[src/rtl/mesi_pkg.sv]
package mesi_pkg;

    typedef enum logic [1:0] {
        LN_INV = 2'b00,
        LN_SHR = 2'b01,
        LN_EXC = 2'b10,
        LN_MOD = 2'b11
    } line_state_e;

    typedef enum logic [1:0] {
        BC_IDLE = 2'b00,
        BC_READ = 2'b01,
        BC_RDX  = 2'b10,
        BC_KILL = 2'b11
    } bus_op_e;

    typedef enum logic [1:0] {
        CTL_IDLE,
        CTL_EVICT,
        CTL_FETCH,
        CTL_SNPWB
    } ctl_state_e;

    typedef enum logic [1:0] {
        ACT_DONE,
        ACT_UPGRADE,
        ACT_FILL_RD,
        ACT_FILL_RDX
    } cpu_act_e;

endpackage

[src/rtl/mesi_line_store.sv]
module mesi_line_store
    import mesi_pkg::*;
#(
    parameter int IDX_W = 3,
    parameter int TAG_W = 5
) (
    input  logic              clk,
    input  logic              rst_n,
    input  logic [IDX_W-1:0]  ra_idx,
    output logic [TAG_W-1:0]  ra_tag,
    output line_state_e       ra_state,
    input  logic [IDX_W-1:0]  rb_idx,
    output logic [TAG_W-1:0]  rb_tag,
    output line_state_e       rb_state,
    input  logic              w_en,
    input  logic [IDX_W-1:0]  w_idx,
    input  logic [TAG_W-1:0]  w_tag,
    input  line_state_e       w_state
);
    localparam int LINES = 1 << IDX_W;

    line_state_e      st_view  [LINES];
    logic [TAG_W-1:0] tag_view [LINES];

    for (genvar g = 0; g < LINES; g++) begin : g_line
        line_state_e      st_r;
        logic [TAG_W-1:0] tag_r;

        always_ff @(posedge clk or negedge rst_n) begin
            if (!rst_n) begin
                st_r  <= LN_INV;
                tag_r <= '0;
            end else if (w_en && (w_idx == IDX_W'(g))) begin
                st_r  <= w_state;
                tag_r <= w_tag;
            end
        end

        assign st_view[g]  = st_r;
        assign tag_view[g] = tag_r;
    end

    assign ra_state = st_view[ra_idx];
    assign ra_tag   = tag_view[ra_idx];
    assign rb_state = st_view[rb_idx];
    assign rb_tag   = tag_view[rb_idx];

endmodule

[src/rtl/mesi_rules.sv]
module mesi_rules
    import mesi_pkg::*;
#(
    parameter int TAG_W = 5
) (
    input  logic             cpu_we,
    input  logic [TAG_W-1:0] cpu_tag,
    input  logic [TAG_W-1:0] ra_tag,
    input  line_state_e      ra_state,
    input  logic             snp_valid,
    input  bus_op_e          snp_op,
    input  logic [TAG_W-1:0] snp_tag,
    input  logic [TAG_W-1:0] rb_tag,
    input  line_state_e      rb_state,
    input  bus_op_e          fill_op,
    input  logic             fill_shared,
    output cpu_act_e         cpu_act,
    output logic             victim_dirty,
    output logic             snp_hit,
    output line_state_e      snp_next,
    output logic             snp_needs_wb,
    output line_state_e      fill_state
);
    logic cpu_hit;

    // Processor side: hit test and the action a request needs
    always_comb begin
        cpu_hit      = (ra_state != LN_INV) && (ra_tag == cpu_tag);
        victim_dirty = !cpu_hit && (ra_state == LN_MOD);
        if (cpu_hit) begin
            if (cpu_we && (ra_state == LN_SHR)) cpu_act = ACT_UPGRADE;
            else                                cpu_act = ACT_DONE;
        end else begin
            cpu_act = cpu_we ? ACT_FILL_RDX : ACT_FILL_RD;
        end
    end

    // Snoop side: what another cache's transaction does to our copy
    always_comb begin
        snp_hit      = snp_valid && (snp_op != BC_IDLE) &&
                       (rb_state != LN_INV) && (rb_tag == snp_tag);
        snp_needs_wb = snp_hit && (rb_state == LN_MOD);
        snp_next     = rb_state;
        unique case (snp_op)
            BC_IDLE: snp_next = rb_state;
            BC_READ: snp_next = (rb_state == LN_INV) ? LN_INV : LN_SHR;
            BC_RDX:  snp_next = LN_INV;
            BC_KILL: snp_next = LN_INV;
        endcase
    end

    // State a line takes when our own transaction completes
    always_comb begin
        if (fill_op == BC_READ) fill_state = fill_shared ? LN_SHR : LN_EXC;
        else                    fill_state = LN_MOD;
    end

endmodule

[src/rtl/mesi_ctrl_fsm.sv]
module mesi_ctrl_fsm
    import mesi_pkg::*;
#(
    parameter int ADDR_W = 8,
    parameter int IDX_W  = 3
) (
    input  logic              clk,
    input  logic              rst_n,
    input  logic              cpu_req,
    input  logic              cpu_we,
    input  logic [ADDR_W-1:0] cpu_addr,
    input  cpu_act_e          cpu_act,
    input  logic              victim_dirty,
    input  logic [ADDR_W-IDX_W-1:0] victim_tag,
    input  logic              snp_valid,
    input  bus_op_e           snp_op,
    input  logic [ADDR_W-1:0] snp_addr,
    input  logic              snp_hit,
    input  line_state_e       snp_next,
    input  logic              snp_needs_wb,
    input  line_state_e       fill_state,
    input  logic              bus_gnt,
    input  logic              wb_ack,
    output logic              cpu_ready,
    output logic              bus_req,
    output bus_op_e           bus_op,
    output logic [ADDR_W-1:0] bus_addr,
    output logic              wb_req,
    output logic [ADDR_W-1:0] wb_addr,
    output bus_op_e           fill_op,
    output logic              st_we,
    output logic [IDX_W-1:0]  st_idx,
    output logic [ADDR_W-IDX_W-1:0] st_tag,
    output line_state_e       st_state
);
    localparam int TAG_W = ADDR_W - IDX_W;

    ctl_state_e        ctl_q, ctl_d, ret_q, ret_d;
    logic [ADDR_W-1:0] pend_q, pend_d, wbq, wbd;
    bus_op_e           pop_q, pop_d;

    logic              snp_kill;
    logic              serve_cpu;

    assign snp_kill  = (snp_op == BC_RDX) || (snp_op == BC_KILL);
    assign serve_cpu = (ctl_q == CTL_IDLE) && cpu_req && !snp_valid;

    // State register
    always_ff @(posedge clk or negedge rst_n) begin
        if (!rst_n) begin
            ctl_q  <= CTL_IDLE;
            ret_q  <= CTL_IDLE;
            pend_q <= '0;
            wbq    <= '0;
            pop_q  <= BC_IDLE;
        end else begin
            ctl_q  <= ctl_d;
            ret_q  <= ret_d;
            pend_q <= pend_d;
            wbq    <= wbd;
            pop_q  <= pop_d;
        end
    end

    // Next state
    always_comb begin
        ctl_d  = ctl_q;
        ret_d  = ret_q;
        pend_d = pend_q;
        wbd    = wbq;
        pop_d  = pop_q;
        unique case (ctl_q)
            CTL_IDLE: begin
                if (snp_valid) begin
                    if (snp_needs_wb) begin
                        ctl_d = CTL_SNPWB;
                        ret_d = CTL_IDLE;
                        wbd   = snp_addr;
                    end
                end else if (cpu_req) begin
                    unique case (cpu_act)
                        ACT_DONE: ;
                        ACT_UPGRADE: begin
                            pend_d = cpu_addr;
                            pop_d  = BC_KILL;
                            ctl_d  = CTL_FETCH;
                        end
                        ACT_FILL_RD, ACT_FILL_RDX: begin
                            pend_d = cpu_addr;
                            pop_d  = (cpu_act == ACT_FILL_RDX) ? BC_RDX : BC_READ;
                            if (victim_dirty) begin
                                ctl_d = CTL_EVICT;
                                wbd   = {victim_tag, cpu_addr[IDX_W-1:0]};
                            end else begin
                                ctl_d = CTL_FETCH;
                            end
                        end
                    endcase
                end
            end
            CTL_EVICT: begin
                if (wb_ack) ctl_d = CTL_FETCH;
            end
            CTL_FETCH: begin
                if (snp_valid) begin
                    if (snp_hit && snp_kill && (snp_addr == pend_q) && (pop_q == BC_KILL))
                        pop_d = BC_RDX;
                    if (snp_needs_wb) begin
                        ctl_d = CTL_SNPWB;
                        ret_d = CTL_FETCH;
                        wbd   = snp_addr;
                    end
                end else if (bus_gnt) begin
                    ctl_d = CTL_IDLE;
                end
            end
            CTL_SNPWB: begin
                if (wb_ack) ctl_d = ret_q;
            end
        endcase
    end

    // Outputs and line store update
    always_comb begin
        cpu_ready = serve_cpu && (cpu_act == ACT_DONE);
        bus_req   = (ctl_q == CTL_FETCH);
        bus_op    = bus_req ? pop_q : BC_IDLE;
        bus_addr  = pend_q;
        wb_req    = (ctl_q == CTL_EVICT) || (ctl_q == CTL_SNPWB);
        wb_addr   = wbq;
        fill_op   = pop_q;

        st_we    = 1'b0;
        st_idx   = cpu_addr[IDX_W-1:0];
        st_tag   = cpu_addr[ADDR_W-1:IDX_W];
        st_state = LN_INV;
        if (((ctl_q == CTL_IDLE) || (ctl_q == CTL_FETCH)) && snp_hit) begin
            st_we    = 1'b1;
            st_idx   = snp_addr[IDX_W-1:0];
            st_tag   = snp_addr[ADDR_W-1:IDX_W];
            st_state = snp_next;
        end else if (serve_cpu && (cpu_act == ACT_DONE) && cpu_we) begin
            st_we    = 1'b1;
            st_state = LN_MOD;
        end else if ((ctl_q == CTL_EVICT) && wb_ack) begin
            st_we    = 1'b1;
            st_idx   = wbq[IDX_W-1:0];
            st_tag   = wbq[ADDR_W-1:IDX_W];
            st_state = LN_INV;
        end else if ((ctl_q == CTL_FETCH) && bus_gnt && !snp_valid) begin
            st_we    = 1'b1;
            st_idx   = pend_q[IDX_W-1:0];
            st_tag   = TAG_W'(pend_q[ADDR_W-1:IDX_W]);
            st_state = fill_state;
        end
    end

    // bus request held with a steady address until granted
    assert_req_hold_R12: assert property (@(posedge clk) disable iff (!rst_n)
        (bus_req && !bus_gnt && !snp_valid) |=> (bus_req && $stable(bus_addr)));

    // writeback held with a steady address until acknowledged
    assert_wb_hold_R12: assert property (@(posedge clk) disable iff (!rst_n)
        (wb_req && !wb_ack) |=> (wb_req && $stable(wb_addr)));

    // a snoop in the cycle blocks completion of a processor request
    assert_snoop_first_R10: assert property (@(posedge clk) disable iff (!rst_n)
        snp_valid |-> !cpu_ready);

    // a victim writeback is followed by the fetch of a different line
    assert_evict_then_fetch_R6: assert property (@(posedge clk) disable iff (!rst_n)
        ((ctl_q == CTL_EVICT) && wb_ack) |=> (bus_req && (bus_addr != $past(wb_addr))));

    // after an ownership fill the held write completes next cycle
    assert_rdx_fill_ready_R4: assert property (@(posedge clk) disable iff (!rst_n)
        (bus_gnt && bus_req && (bus_op == BC_RDX) && !snp_valid) ##1 (cpu_req && cpu_we && !snp_valid)
        |-> cpu_ready);

endmodule

[src/rtl/mesi_snoop_ctrl.sv]
module mesi_snoop_ctrl
    import mesi_pkg::*;
#(
    parameter int ADDR_W = 8,
    parameter int IDX_W  = 3
) (
    input  logic              clk,
    input  logic              rst_n,
    input  logic              cpu_req,
    input  logic              cpu_we,
    input  logic [ADDR_W-1:0] cpu_addr,
    output logic              cpu_ready,
    output logic              bus_req,
    output logic [1:0]        bus_cmd,
    output logic [ADDR_W-1:0] bus_addr,
    input  logic              bus_gnt,
    input  logic              bus_shared_in,
    input  logic              snp_valid,
    input  logic [1:0]        snp_cmd,
    input  logic [ADDR_W-1:0] snp_addr,
    output logic              snp_shared,
    output logic              wb_req,
    output logic [ADDR_W-1:0] wb_addr,
    input  logic              wb_ack
);
    localparam int TAG_W = ADDR_W - IDX_W;

    bus_op_e          snp_op, bus_op, fill_op;
    logic [TAG_W-1:0] ra_tag, rb_tag, st_tag;
    line_state_e      ra_state, rb_state, snp_next, fill_state, st_state;
    cpu_act_e         cpu_act;
    logic             victim_dirty, snp_hit, snp_needs_wb, st_we;
    logic [IDX_W-1:0] st_idx;

    assign snp_op  = bus_op_e'(snp_cmd);
    assign bus_cmd = bus_op;

    mesi_line_store #(.IDX_W(IDX_W), .TAG_W(TAG_W)) u_store (
        .clk      (clk),
        .rst_n    (rst_n),
        .ra_idx   (cpu_addr[IDX_W-1:0]),
        .ra_tag   (ra_tag),
        .ra_state (ra_state),
        .rb_idx   (snp_addr[IDX_W-1:0]),
        .rb_tag   (rb_tag),
        .rb_state (rb_state),
        .w_en     (st_we),
        .w_idx    (st_idx),
        .w_tag    (st_tag),
        .w_state  (st_state)
    );

    mesi_rules #(.TAG_W(TAG_W)) u_rules (
        .cpu_we       (cpu_we),
        .cpu_tag      (cpu_addr[ADDR_W-1:IDX_W]),
        .ra_tag       (ra_tag),
        .ra_state     (ra_state),
        .snp_valid    (snp_valid),
        .snp_op       (snp_op),
        .snp_tag      (snp_addr[ADDR_W-1:IDX_W]),
        .rb_tag       (rb_tag),
        .rb_state     (rb_state),
        .fill_op      (fill_op),
        .fill_shared  (bus_shared_in),
        .cpu_act      (cpu_act),
        .victim_dirty (victim_dirty),
        .snp_hit      (snp_hit),
        .snp_next     (snp_next),
        .snp_needs_wb (snp_needs_wb),
        .fill_state   (fill_state)
    );

    mesi_ctrl_fsm #(.ADDR_W(ADDR_W), .IDX_W(IDX_W)) u_fsm (
        .clk          (clk),
        .rst_n        (rst_n),
        .cpu_req      (cpu_req),
        .cpu_we       (cpu_we),
        .cpu_addr     (cpu_addr),
        .cpu_act      (cpu_act),
        .victim_dirty (victim_dirty),
        .victim_tag   (ra_tag),
        .snp_valid    (snp_valid),
        .snp_op       (snp_op),
        .snp_addr     (snp_addr),
        .snp_hit      (snp_hit),
        .snp_next     (snp_next),
        .snp_needs_wb (snp_needs_wb),
        .fill_state   (fill_state),
        .bus_gnt      (bus_gnt),
        .wb_ack       (wb_ack),
        .cpu_ready    (cpu_ready),
        .bus_req      (bus_req),
        .bus_op       (bus_op),
        .bus_addr     (bus_addr),
        .wb_req       (wb_req),
        .wb_addr      (wb_addr),
        .fill_op      (fill_op),
        .st_we        (st_we),
        .st_idx       (st_idx),
        .st_tag       (st_tag),
        .st_state     (st_state)
    );

    assign snp_shared = snp_hit;

    // a shared response only ever answers a present snoop
    assert_shared_needs_snoop_R7: assert property (@(posedge clk) disable iff (!rst_n)
        snp_shared |-> snp_valid);

    // a snoop that takes ownership never leaves a writeback pending with a bus grant
    assert_wb_not_with_grant_R9: assert property (@(posedge clk) disable iff (!rst_n)
        wb_req |-> !bus_req);

endmodule

[config.mk]
export PLATFORM = sky130hd
export DESIGN_NAME = mesi_snoop_ctrl
export DESIGN_NICKNAME = d
export VERILOG_FILES = /design/src/rtl/mesi_pkg.sv /design/src/rtl/mesi_line_store.sv /design/src/rtl/mesi_rules.sv /design/src/rtl/mesi_ctrl_fsm.sv /design/src/rtl/mesi_snoop_ctrl.sv
export SDC_FILE = /design/constraint.sdc
export NUM_CORES = 1
export LEC_CHECK = 0
export BUFFER_PORTS_ARGS = -buffer_cell sky130_fd_sc_hd__buf_2
export CORE_MARGIN = 3
export CORE_UTILIZATION = 55
export DETAILED_ROUTE_END_ITERATION = 16
export GPL_TIMING_DRIVEN = 0
export HOLD_SLACK_MARGIN = 0.12
export PLACE_DENSITY = 0.84
export SYNTH_ARGS = -nofsm -noshare
export SYNTH_HDL_FRONTEND = slang
export SYNTH_SLANG_ARGS = --single-unit
[constraint.sdc]
create_clock -name clk -period 7.3 [get_ports clk]
set_clock_uncertainty 0.05 [all_clocks]
set_input_delay 1.46 -clock clk [delete_from_list [all_inputs] [get_ports clk]]
set_output_delay 1.46 -clock clk [all_outputs]
set_load 0.01 [all_outputs]
Word level (Yosys, flattened, before mapping)
Cells that the tools add are included.

operators by class
  $lt $le $gt $ge = 2
  equality and inequality tests = 39
  mux-type cells = 65
  bitwise gates (word level) = 3
  reductions and logical operators = 48

operator list
  cell                count
  $mux 2              29
  $mux 8              6
  $mux 5              8
  $bmux 5 s3          2
  $logic_and 1x1->1   26
  $eq 2x2->1 const B  9
  $pmux 2 s2          4
  $pmux 8 s2          1
  $reduce_and 5->1    3
  $bmux 2 s3          2
  $eq 3x3->1 const B  4
  $mux 3              4
  $ne 2x2->1 const B  6
  $eq 2x1->1 const B  5
  $eq 5x5->1          2
  $ne 3x3->1 const B  3
  $eq 8x8->1          1
  $ge 4x4->1 const B  2
  $logic_not 2->1     4
  $not 3->4           2
  $pmux 2 s4          1
  $reduce_bool 2->1   4
  $mux 1              7
  $eq 3x2->1 const B  2
  other kinds (14)    20

word-level totals
  bits in registers = 78
  input port bits = 26
  word-level logic and storage cells = 178

Logic depth before layout (Yosys ltp)
Gate-level depths: netlist of the first run.

  depth after elaboration = 15
  depth in mapped cells = 13
  gate-level depth less buffers = 8

Modules after synthesis
From an unflattened synthesis of the first run, not the netlist that was laid out.

second synthesis, totals
  cell total of the unflattened synthesis = 348
  area total of the unflattened synthesis = 4685.7 um2

by module, submodules not included
  module           times used  cells an instance  area each (um2)  seq. area each (um2)
  mesi_line_store  1           177                3116.7           1401.3
  mesi_ctrl_fsm    1           144                1378.8           525.5
  mesi_rules       1           27                 190.2            0.0

Least setup slack after synthesis of the first run
OpenSTA, ideal clock, no wires.

  path type = input -> output
  from = input port cpu_addr[1]
  to = output port cpu_ready
  arrival = 3.435 ns
  required time = 5.790 ns
  slack = 2.355 ns
  stages = 7
  buffers on the path = 2
  cell sequence = clkbuf_1 > buf_1 > mux4_2 > xnor2_1 > o2111ai_1 > nor3_1 > and3_1

on the way
  word-level cells in the longest chain between the ends = 10
  elaborated cells on any way between the ends = 16
  those cells by class = eq/ne (2); mux (8); bitwise (1); reduce/logical (5)

RTL lines
  what                                       line                                          text
  start: declaration                         mesi_snoop_ctrl.sv:11                         input logic [ADDR_W-1:0] cpu_addr,
  $not 3->4 (not written as such) *          mesi_line_store.sv:43, mesi_line_store.sv:44
  $bmux 2 s3                                 mesi_line_store.sv:43                         assign ra_state = st_view[ra_idx];
  $mux 2 (not written as such) (2 in a row)  mesi_line_store.sv:43
  $eq 2x1->1                                 mesi_rules.sv:31                              if (cpu_we && (ra_state == LN_SHR)) cpu_act = ACT_UPGRADE;
  $logic_and 1x1->1                          mesi_rules.sv:31
  $mux 1                                     mesi_rules.sv:31
  $mux 2 *                                   mesi_rules.sv:30                              if (cpu_hit) begin
  $logic_not 2->1 *                          mesi_ctrl_fsm.sv:125                          cpu_ready = serve_cpu && (cpu_act == ACT_DONE);
  $logic_and 1x1->1 *                        mesi_ctrl_fsm.sv:125
  end: declaration                           mesi_snoop_ctrl.sv:12                         output logic cpu_ready,

Every way passes the cells marked *; elsewhere a longest branch is shown, timed or not. The select of a mux whose other input is x is not followed.

Worst setup path after layout of the first run
Ends and elaborated chain as after synthesis.

==> results.cfg, run 1 <==
[min_path]
min_from = u_fsm.ret_q[1]$_DFFE_PN0P_
min_path_cells = 1
hp-class = register to register
min_to = u_fsm.ret_q[1]$_DFFE_PN0P_

[synth]
yosys.area.top_type_share_pct = 39.9
syn-num-nets = 444
synth_area_leaders = dfrtp_1 (40%), mux2_2 (18%), mux2i_1 (6.2%)
synth_cell_types = 54
netlist_area_um2 = 4820
netlist_instances = 418
ys.flop_type = dfrtp_1
synth-seq-cells = 77
synth.avg_cell_area_um2 = 11.5
ys_warn_count = 0
synth_area_leader_cell = dfrtp_1
yosysSeqAreaShare_pct = 39.9
ys_async_sr_fraction_pct = 100
synth_edf_count = 0
synthTopCellsByCount = dfrtp_1 (77), mux2_2 (77), mux2i_1 (30)

[floorplan]
dieWidth_um = 99.7
die_height_um = 99.7
rows = 33
core_um2 = 8380
die_area_um2 = 9930
ioPinCount = 48
start_util_pct = 57.6

[layout]
nNetsFinal = 499
layout-area-overhead-vs-synth_pct = 12.1
diodes = 0
seq_area_um2 = 1930
fillerInstances = 645
layout-drive-gt1-share_pct = 36.0
multi_input_comb_area_um2 = 2760

[drt]
viasPerCell = 6.56
wl_per_cell_um = 22.2
vias = 3825
postRouteAntennaNets = 0
dr.pass1.iters = 5
routed_wl_um = 12900
drc = 0
drt_iter0_markers = 395

[sta]
setup_violations = 0
finalCritPeriodShare_pct = 81.0
rsz0062_at_grt = no
drv_slew = 0
hold_viol_final = 0
fmax_mhz = 169
period_needed_ns = 5.91
slew_headroom_pct = 23.8
setup_tns_ns = 0
setup_slack_ns = 1.39
worstMarginPinSlew_ns = 1.13

[clock_network]
cts_buffer_depth = 2
tritoncts = yes
hold_buffers = 0
root_buffer = clkbuf_8
clkTransAtPathRegs_ns = 0.08
ctsResizeCount = 0
insertion_delay_ns = 0.36
cts_sinks = 77
htreeDepth = 3
cts_made_buffers = 9
postCtsSetupRepairBufs = 0

[critical_path]
cp_data_required_time_ns = 5.79
crit_start = cpu_addr[1]
reg2reg_depth = 8
timing.rr.end = u_store.g_line[3].tag_r[1]$_DFFE_PN0P_
cp-start-kind = input port
critical_path_peak_fanout = 10
crit_type = input port to output pin
arrival_ns = 4.40
cp-end-kind = output pin
r2r_slack_ns = 3.18
r2r-start = u_store.g_line[3].tag_r[2]$_DFFE_PN0P_

[placed_design]
hpwl_um = 9350
place_ws_ns = 1.51
gp_congestion = 0.961
place.port_buffers = 43

[grt]
gr-total-overflow = 0
grtUsageTotal_pct = 26.7
grt_start_max_net_pins = 47
grt_pass1_wl_um = 20300
grt_pass1_vias = 3791
antenna_found_initial = 0

[status]
status = completed

[pwr]
peakVddDrop_mv = 0.130
power.density_nw_per_um2 = 310
p_leak_uw = 0.00243

[run]
drv_cap = 0
power breakdown:
part           internal, uW  switching, uW
sequential              584            140
combinational           324            276
clock                   180            170
total                  1090            587
per-layer routing:
metal | wire length, um | GRT usage (%)
met1 | 5300 | 35.5
met5 | 0 | 0
met4 | 464 | 13.6
met3 | 925 | 3.16
met2 | 6250 | 43.2
placed cells by master (no fill, tap or decap), types with 11 or more instances in the layout:
cell and n:
buf_2 48, clkbuf_1 14, clkbuf_8 11, dfrtp_1 77, mux2_2 77, mux2i_1 30, mux4_2 12, nand2_1 29
nor2_1 18, o21ai_0 12, xnor2_1 12
worst max path at each step:
stage	endpoint	slack, ns	depth (start not counted)
floorplan	cpu_ready	2.35	7
global placement	cpu_ready	1.52	8
detailed placement	cpu_ready	1.51	8
CTS	cpu_ready	1.52	8
global route	cpu_ready	1.28	8
finish	cpu_ready	1.39	8
critical path: stages:
cell and delay [ns]:
clkbuf_1 0.49, buf_1 0.55, mux4_2 0.46, xnor2_1 0.24
o2111ai_1 0.24, nor3_1 0.59, and3_1 0.24, buf_2 0.12
flip-flops by register name, indices dropped and copies added (netlist names):
register and flops:
u_fsm.bus_addr 8, u_store.g_line.st_r 16, u_fsm.ret_q 1, u_fsm.fill_op 2, u_store.g_line.tag_r 40, u_fsm.wb_addr 8
u_fsm.ctl_q 2
logic make-up after synthesis:
group,Yosys count,synth area share [%]
compound gates,69,10.5
mux,124,32.4
flops,77,39.9
simple gates,103,11.6
buf+inv,30,2.80
xor+xnor,15,2.72
cell type report:
class / count / share of cell area [%]
multi-input cells: 311 / 51.1
flip-flops and latches: 77 / 35.6
repair buffers: 44 / 4.39
clock buffers: 11 / 2.80
well taps: 105 / 2.43
plain buffers: 24 / 2.08
clock inverters: 5 / 1.20
inverters: 6 / 0.416
through the flow:
step / power [uW] / instances / hold WS [ns] / cell area, um2 / util (%)
after detailed placement: 1320 / 567 / 0.446 / 5190 / 62.0
after global routing: 1760 / 583 / 0.473 / 5410 / 64.5
after CTS: 1670 / 583 / 0.465 / 5410 / 64.5
after floorplan: 1130 / 418 / 0.431 / 4820 / -
final: 1680 / 583 / 0.467 / 5410 / 64.5
after global placement: 1280 / 566 / 0.448 / 5170 / 61.7
(Power assumes the default switching activity.)
==> run 2, diff against run 1 <==
CORE_UTILIZATION = 54   (was 55)
PLACE_DENSITY = 0.86   (was 0.84)
clock period = 5.4 ns   (was 7.3 ns; I/O delays follow)
==> run 2 against run 1 <==
- worst setup slack lost 1.2 ns
- die area grew 1.7%
- sequential power grew 34%
- critical endpoint unchanged
- count of clock-buffer cells in the layout is the same
- wire length grew 0.12%
- clock power grew 41%
- sequential share of layout area shrank 0.099 points
- combinational power grew 36%
==> results.cfg, run 2 (synthesis gave the netlist of run 1 again) <==
[sta]
drv_slew = 0
finalCritPeriodShare_pct = 95.7
fmax_mhz = 193
slew_headroom_pct = 19.2
period_needed_ns = 5.17
rsz0062_at_grt = no
hold_viol_final = 0
setup_violations = 0
setup_tns_ns = 0
worstMarginPinSlew_ns = 1.20

[clock_network]
clkTransAtPathRegs_ns = 0.08
ctsResizeCount = 0
cts_sinks = 77
hold_buffers = 0
root_buffer = clkbuf_8
cts_made_buffers = 9
insertion_delay_ns = 0.36
postCtsSetupRepairBufs = 0
cts_buffer_depth = 2
tritoncts = yes
htreeDepth = 3

[layout]
most-common-layout-cells = mux2_2 (77), dfrtp_1 (77), buf_2 (48), mux2i_1 (30), nand2_1 (29)
nNetsFinal = 499
multi_input_comb_area_um2 = 2760
diodes = 0
layout-area-overhead-vs-synth_pct = 12.4
largest-register = u_store.g_line.tag_r
layout-drive-gt1-share_pct = 35.8
fillerInstances = 660
top_regs = u_store.g_line.tag_r x40, u_store.g_line.st_r x16
largest_reg_flops = 40
seq_area_um2 = 1930

[drt]
dr.pass1.iters = 5
vias = 3820
drc = 0
routed_wl_um = 13000
wl_per_cell_um = 22.2
postRouteAntennaNets = 0
viasPerCell = 6.55
drt_iter0_markers = 343

[min_path]
min_to = u_fsm.ret_q[1]$_DFFE_PN0P_
hp-class = register to register
min_path_cells = 1
min_from = u_fsm.ret_q[1]$_DFFE_PN0P_

[critical_path]
critical_path_peak_fanout = 10
cp-start-kind = input port
timing.rr.end = u_store.g_line[3].st_r[0]$_DFFE_PN0P_
reg2reg_depth = 8
worst-path-buf-inv = 3
cp_top_family = buffers and inverters
crit_type = input port to output pin
crit_start = cpu_addr[1]
r2r_slack_ns = 1.23
critical_path.cell_chain = clkbuf_1 -> buf_1 -> mux4_2 -> xnor2_1 -> o2111ai_1 -> nor3_1 -> and3_1 -> buf_2
slowest_delay_ns = 0.66
arrival_ns = 4.04
cp-end-kind = output pin
cp_slowest_cell = nor3_1
cp_data_required_time_ns = 4.27
r2r-start = u_store.g_line[3].tag_r[2]$_DFFE_PN0P_

[pwr]
peakVddDrop_mv = 0.262
total_power_uw = 2280
power.density_nw_per_um2 = 421
p_leak_uw = 0.00244

[floorplan]
rows = 33
start_util_pct = 57.0
ioPinCount = 48
dieWidth_um = 101
die_area_um2 = 10100
core_um2 = 8460
die_height_um = 101

[grt]
grt_pass1_wl_um = 20700
gr-total-overflow = 0
antenna_found_initial = 0
grt_pass1_vias = 3824
grtUsageTotal_pct = 26.7
grt_start_max_net_pins = 63

[placed_design]
place.port_buffers = 43
hpwl_um = 9550
gp_congestion = 0.985

[run]
drv_cap = 0

[status]
status = completed
-- run 2: layer usage --
layer | vias up | GRT usage, % | wire, um
met5 | - | 0 | 0
met1 | 1905 | 34.5 | 5250
met4 | 0 | 8.29 | 238
li1 | 1693 | - | -
met3 | 28 | 4.98 | 1030
met2 | 194 | 45.6 | 6440
-- run 2: worst max-delay path by stage --
| stage | endpoint | slack (ns) | cells past startpoint |
|---|---|---|---|
| 3_3_place_gp | u_store.g_line[0].tag_r[0]$_DFFE_PN0P_ | 0.13 | 9 |
| 2_1_floorplan | u_store.g_line[3].st_r[0]$_DFFE_PN0P_ | 0.95 | 11 |
| 3_5_place_dp | u_store.g_line[0].st_r[0]$_DFFE_PN0P_ | 0.08 | 9 |
| 4_1_cts | cpu_ready | 0.31 | 8 |
| 6_report | cpu_ready | 0.23 | 8 |
| 5_1_grt | cpu_ready | 0.02 | 8 |
-- run 2: final cells by class --
class	count	area share (%)
clock buffer	11	2.61
sequential	77	35.5
inverter	6	0.415
tap	105	2.42
buffer	24	2.08
multi-input combinational	311	50.9
clock inverter	5	1.52
timing repair buffer	44	4.52
-- run 2: power breakdown --
group / internal, uW / switching (uW) / total (uW) / leakage, uW
logic: 439 / 376 / 814 / 0.00134
clock network: 275 / 220 / 495 / 0.000114
registers: 790 / 182 / 972 / 0.000989
-- run 2: stage by stage --
step / worst slack, ns / instance area, um2 / hold slack [ns] / cells / utilization [%]
finish: 0.230 / 5430 / 0.463 / 583 / 64.1
global route: 0.0169 / 5430 / 0.474 / 583 / 64.1
CTS: 0.312 / 5430 / 0.466 / 583 / 64.1
detailed placement: 0.0789 / 5200 / 0.447 / 567 / 61.4
global placement: 0.127 / 5170 / 0.443 / 566 / 61.1
floorplan: 0.949 / 4820 / 0.431 / 418 / -
-- run 2: worst reg2reg max path: stages (launching register included) --
cell	delay (ns)
dfrtp_1	0.40
mux4_1	0.53
mux2i_1	0.27
xnor2_1	0.14
or4_4	0.51
nor3_1	0.69
mux2_2	0.46
nor3_2	0.59
mux2_2	0.42
==> run 3, diff against run 2 <==
CELL_PAD_IN_SITES_DETAIL_PLACEMENT = 0   (was not set)
CELL_PAD_IN_SITES_GLOBAL_PLACEMENT = 1   (was not set)
CORE_UTILIZATION = 43   (was 54)
PLACE_DENSITY = 0.85   (was 0.86)
==> run 3 against run 2 <==
- global-route usage down 5.1 points
- combinational power fell by 1%
- core utilization shrank 14 points
- total power shrank 2.5%
- non-clock buffer count stayed put
- sequential share of layout area shrank 0.090 points
- first-iteration DRC count shrank 14%
- clock power is 7.7% lower
- critical endpoint unchanged
- largest power group unchanged
==> results.cfg, run 3 (synthesis gave the netlist of run 1 again) <==
[floorplan]
start_util_pct = 44.3
die_height_um = 112
dieWidth_um = 112
core_um2 = 10900
ioPinCount = 48
die_area_um2 = 12500
rows = 38

[critical_path]
reg2reg_depth = 8
cp_data_required_time_ns = 4.27
critical_path_peak_fanout = 10
timing.rr.end = u_store.g_line[7].tag_r[3]$_DFFE_PN0P_
cp_top_family = buffers and inverters
worst-path-buf-inv = 3
slowest_delay_ns = 0.66
crit_type = input port to output pin
crit_cells = 8
arrival_ns = 4.04
cp-start-kind = input port
cp_slowest_cell = nor3_1
critical_path.cell_chain = clkbuf_1 -> buf_1 -> mux4_2 -> xnor2_1 -> o2111ai_1 -> nor3_1 -> and3_1 -> buf_2
r2r_slack_ns = 1.18
r2r-start = u_store.g_line[3].tag_r[2]$_DFFE_PN0P_
cp-end-kind = output pin

[sta]
slew_headroom_pct = 26.5
worstMarginPinSlew_ns = 1.09
finalCritPeriodShare_pct = 95.7
fmax_mhz = 194
hold_viol_final = 0
period_needed_ns = 5.17
rsz0062_at_grt = no
setup_violations = 0
drv_slew = 0

[layout]
top_regs = u_store.g_line.tag_r x40, u_store.g_line.st_r x16
largest-register = u_store.g_line.tag_r
layout-drive-gt1-share_pct = 35.8
multi_input_comb_area_um2 = 2760
fillerInstances = 978
largest_reg_flops = 40
most-common-layout-cells = mux2_2 (77), dfrtp_1 (77), buf_2 (48), mux2i_1 (30), nand2_1 (29)
seq_area_um2 = 1930
layout-area-overhead-vs-synth_pct = 12.7
nNetsFinal = 499
diodes = 0
post-route-cell-area_um2 = 5440
stdcell_count = 617

[placed_design]
gp_congestion = 0.885
dpl.cell_count = 602
hpwl_um = 9520
place.port_buffers = 43
placed_area_um2 = 5250

[drt]
wl_per_cell_um = 20.8
routed_wl_um = 12800
postRouteAntennaNets = 0
dr.pass1.iters = 4
drc = 0
vias = 3741
viasPerCell = 6.06
drt_iter0_markers = 294

[clock_network]
tritoncts = yes
cts_sinks = 77
ctsResizeCount = 0
cts_made_buffers = 9
clkTransAtPathRegs_ns = 0.09
htreeDepth = 3
cts_buffer_depth = 2
hold_buffers = 0
postCtsSetupRepairBufs = 0
root_buffer = clkbuf_8
insertion_delay_ns = 0.37

[grt]
grt_start_max_net_pins = 58
use_met1_pct = 30.1
grt_busiest_layer = met2
grtUsageTotal_pct = 21.5
gr-usage-met3_pct = 4.67
grtUsageMet2_pct = 33.4
grt_pass1_wl_um = 21000
antenna_found_initial = 0
grt_pass1_vias = 3798
gr-total-overflow = 0

[pwr]
peakVddDrop_mv = 0.155
p_leak_uw = 0.00242
power.density_nw_per_um2 = 409

[min_path]
hp-class = register to register
min_from = u_fsm.ret_q[1]$_DFFE_PN0P_
min_path_cells = 1
min_to = u_fsm.ret_q[1]$_DFFE_PN0P_

[run]
drv_cap = 0

[status]
status = completed
==> run 3: worst max-delay path by stage <==
stage / end / from
6_report: cpu_ready / cpu_addr[1]
5_1_grt: u_store.g_line[0].tag_r[1]$_DFFE_PN0P_ / cpu_addr[1]
4_1_cts: cpu_ready / cpu_addr[1]
3_5_place_dp: u_store.g_line[0].tag_r[4]$_DFFE_PN0P_ / cpu_addr[1]
3_3_place_gp: u_store.g_line[0].tag_r[0]$_DFFE_PN0P_ / cpu_addr[1]
2_1_floorplan: u_store.g_line[3].st_r[0]$_DFFE_PN0P_ / snp_addr[0]
==> run 3: per-stage QoR <==
| stage | hold WS (ns) | total power [uW] | setup slack (ns) | utilization, % | setup TNS [ns] |
|---|---|---|---|---|---|
| after detailed placement | 0.450 | 1780 | -0.0350 | 48.2 | -0.204 |
| after CTS | 0.471 | 2240 | 0.246 | 50.0 | 0 |
| after global routing | 0.498 | 2370 | 0.0749 | 50.0 | 0 |
| after floorplan | 0.431 | 1530 | 0.949 | - | 0 |
| after global placement | 0.444 | 1740 | 0.0439 | 47.9 | 0 |
| final | 0.468 | 2220 | 0.233 | 50.0 | 0 |
==> run 3: power by group <==
part	internal, uW	switching (uW)	leakage [uW]
clock network	216	241	0.000100
registers	790	175	0.000989
logic	438	364	0.00134
==> run 3: area by class of cell <==
class / count / area share (%)
multi-input combinational: 311 / 50.8
inverter: 6 / 0.414
buffer: 24 / 2.07
clock inverter: 6 / 1.29
clock buffer: 9 / 2.28
tap: 140 / 3.22
sequential: 77 / 35.4
timing repair buffer: 44 / 4.51
==> run 3: worst reg2reg max path, cell delays in order (launching register included) <==
cell,delay (ns)
dfrtp_1,0.40
mux4_1,0.52
mux2i_1,0.25
xnor2_1,0.14
or4_4,0.51
nor3_1,0.74
mux2i_1,0.33
nor3b_2,0.76
mux2_2,0.42
==> run 3: routing by layer <==
metal  part of all wire, %  up-vias
li1                      -     1698
met1                    45     1876
met2                    48      144
met3                   5.6       23
met4                   2.2        0
met5                     0        -
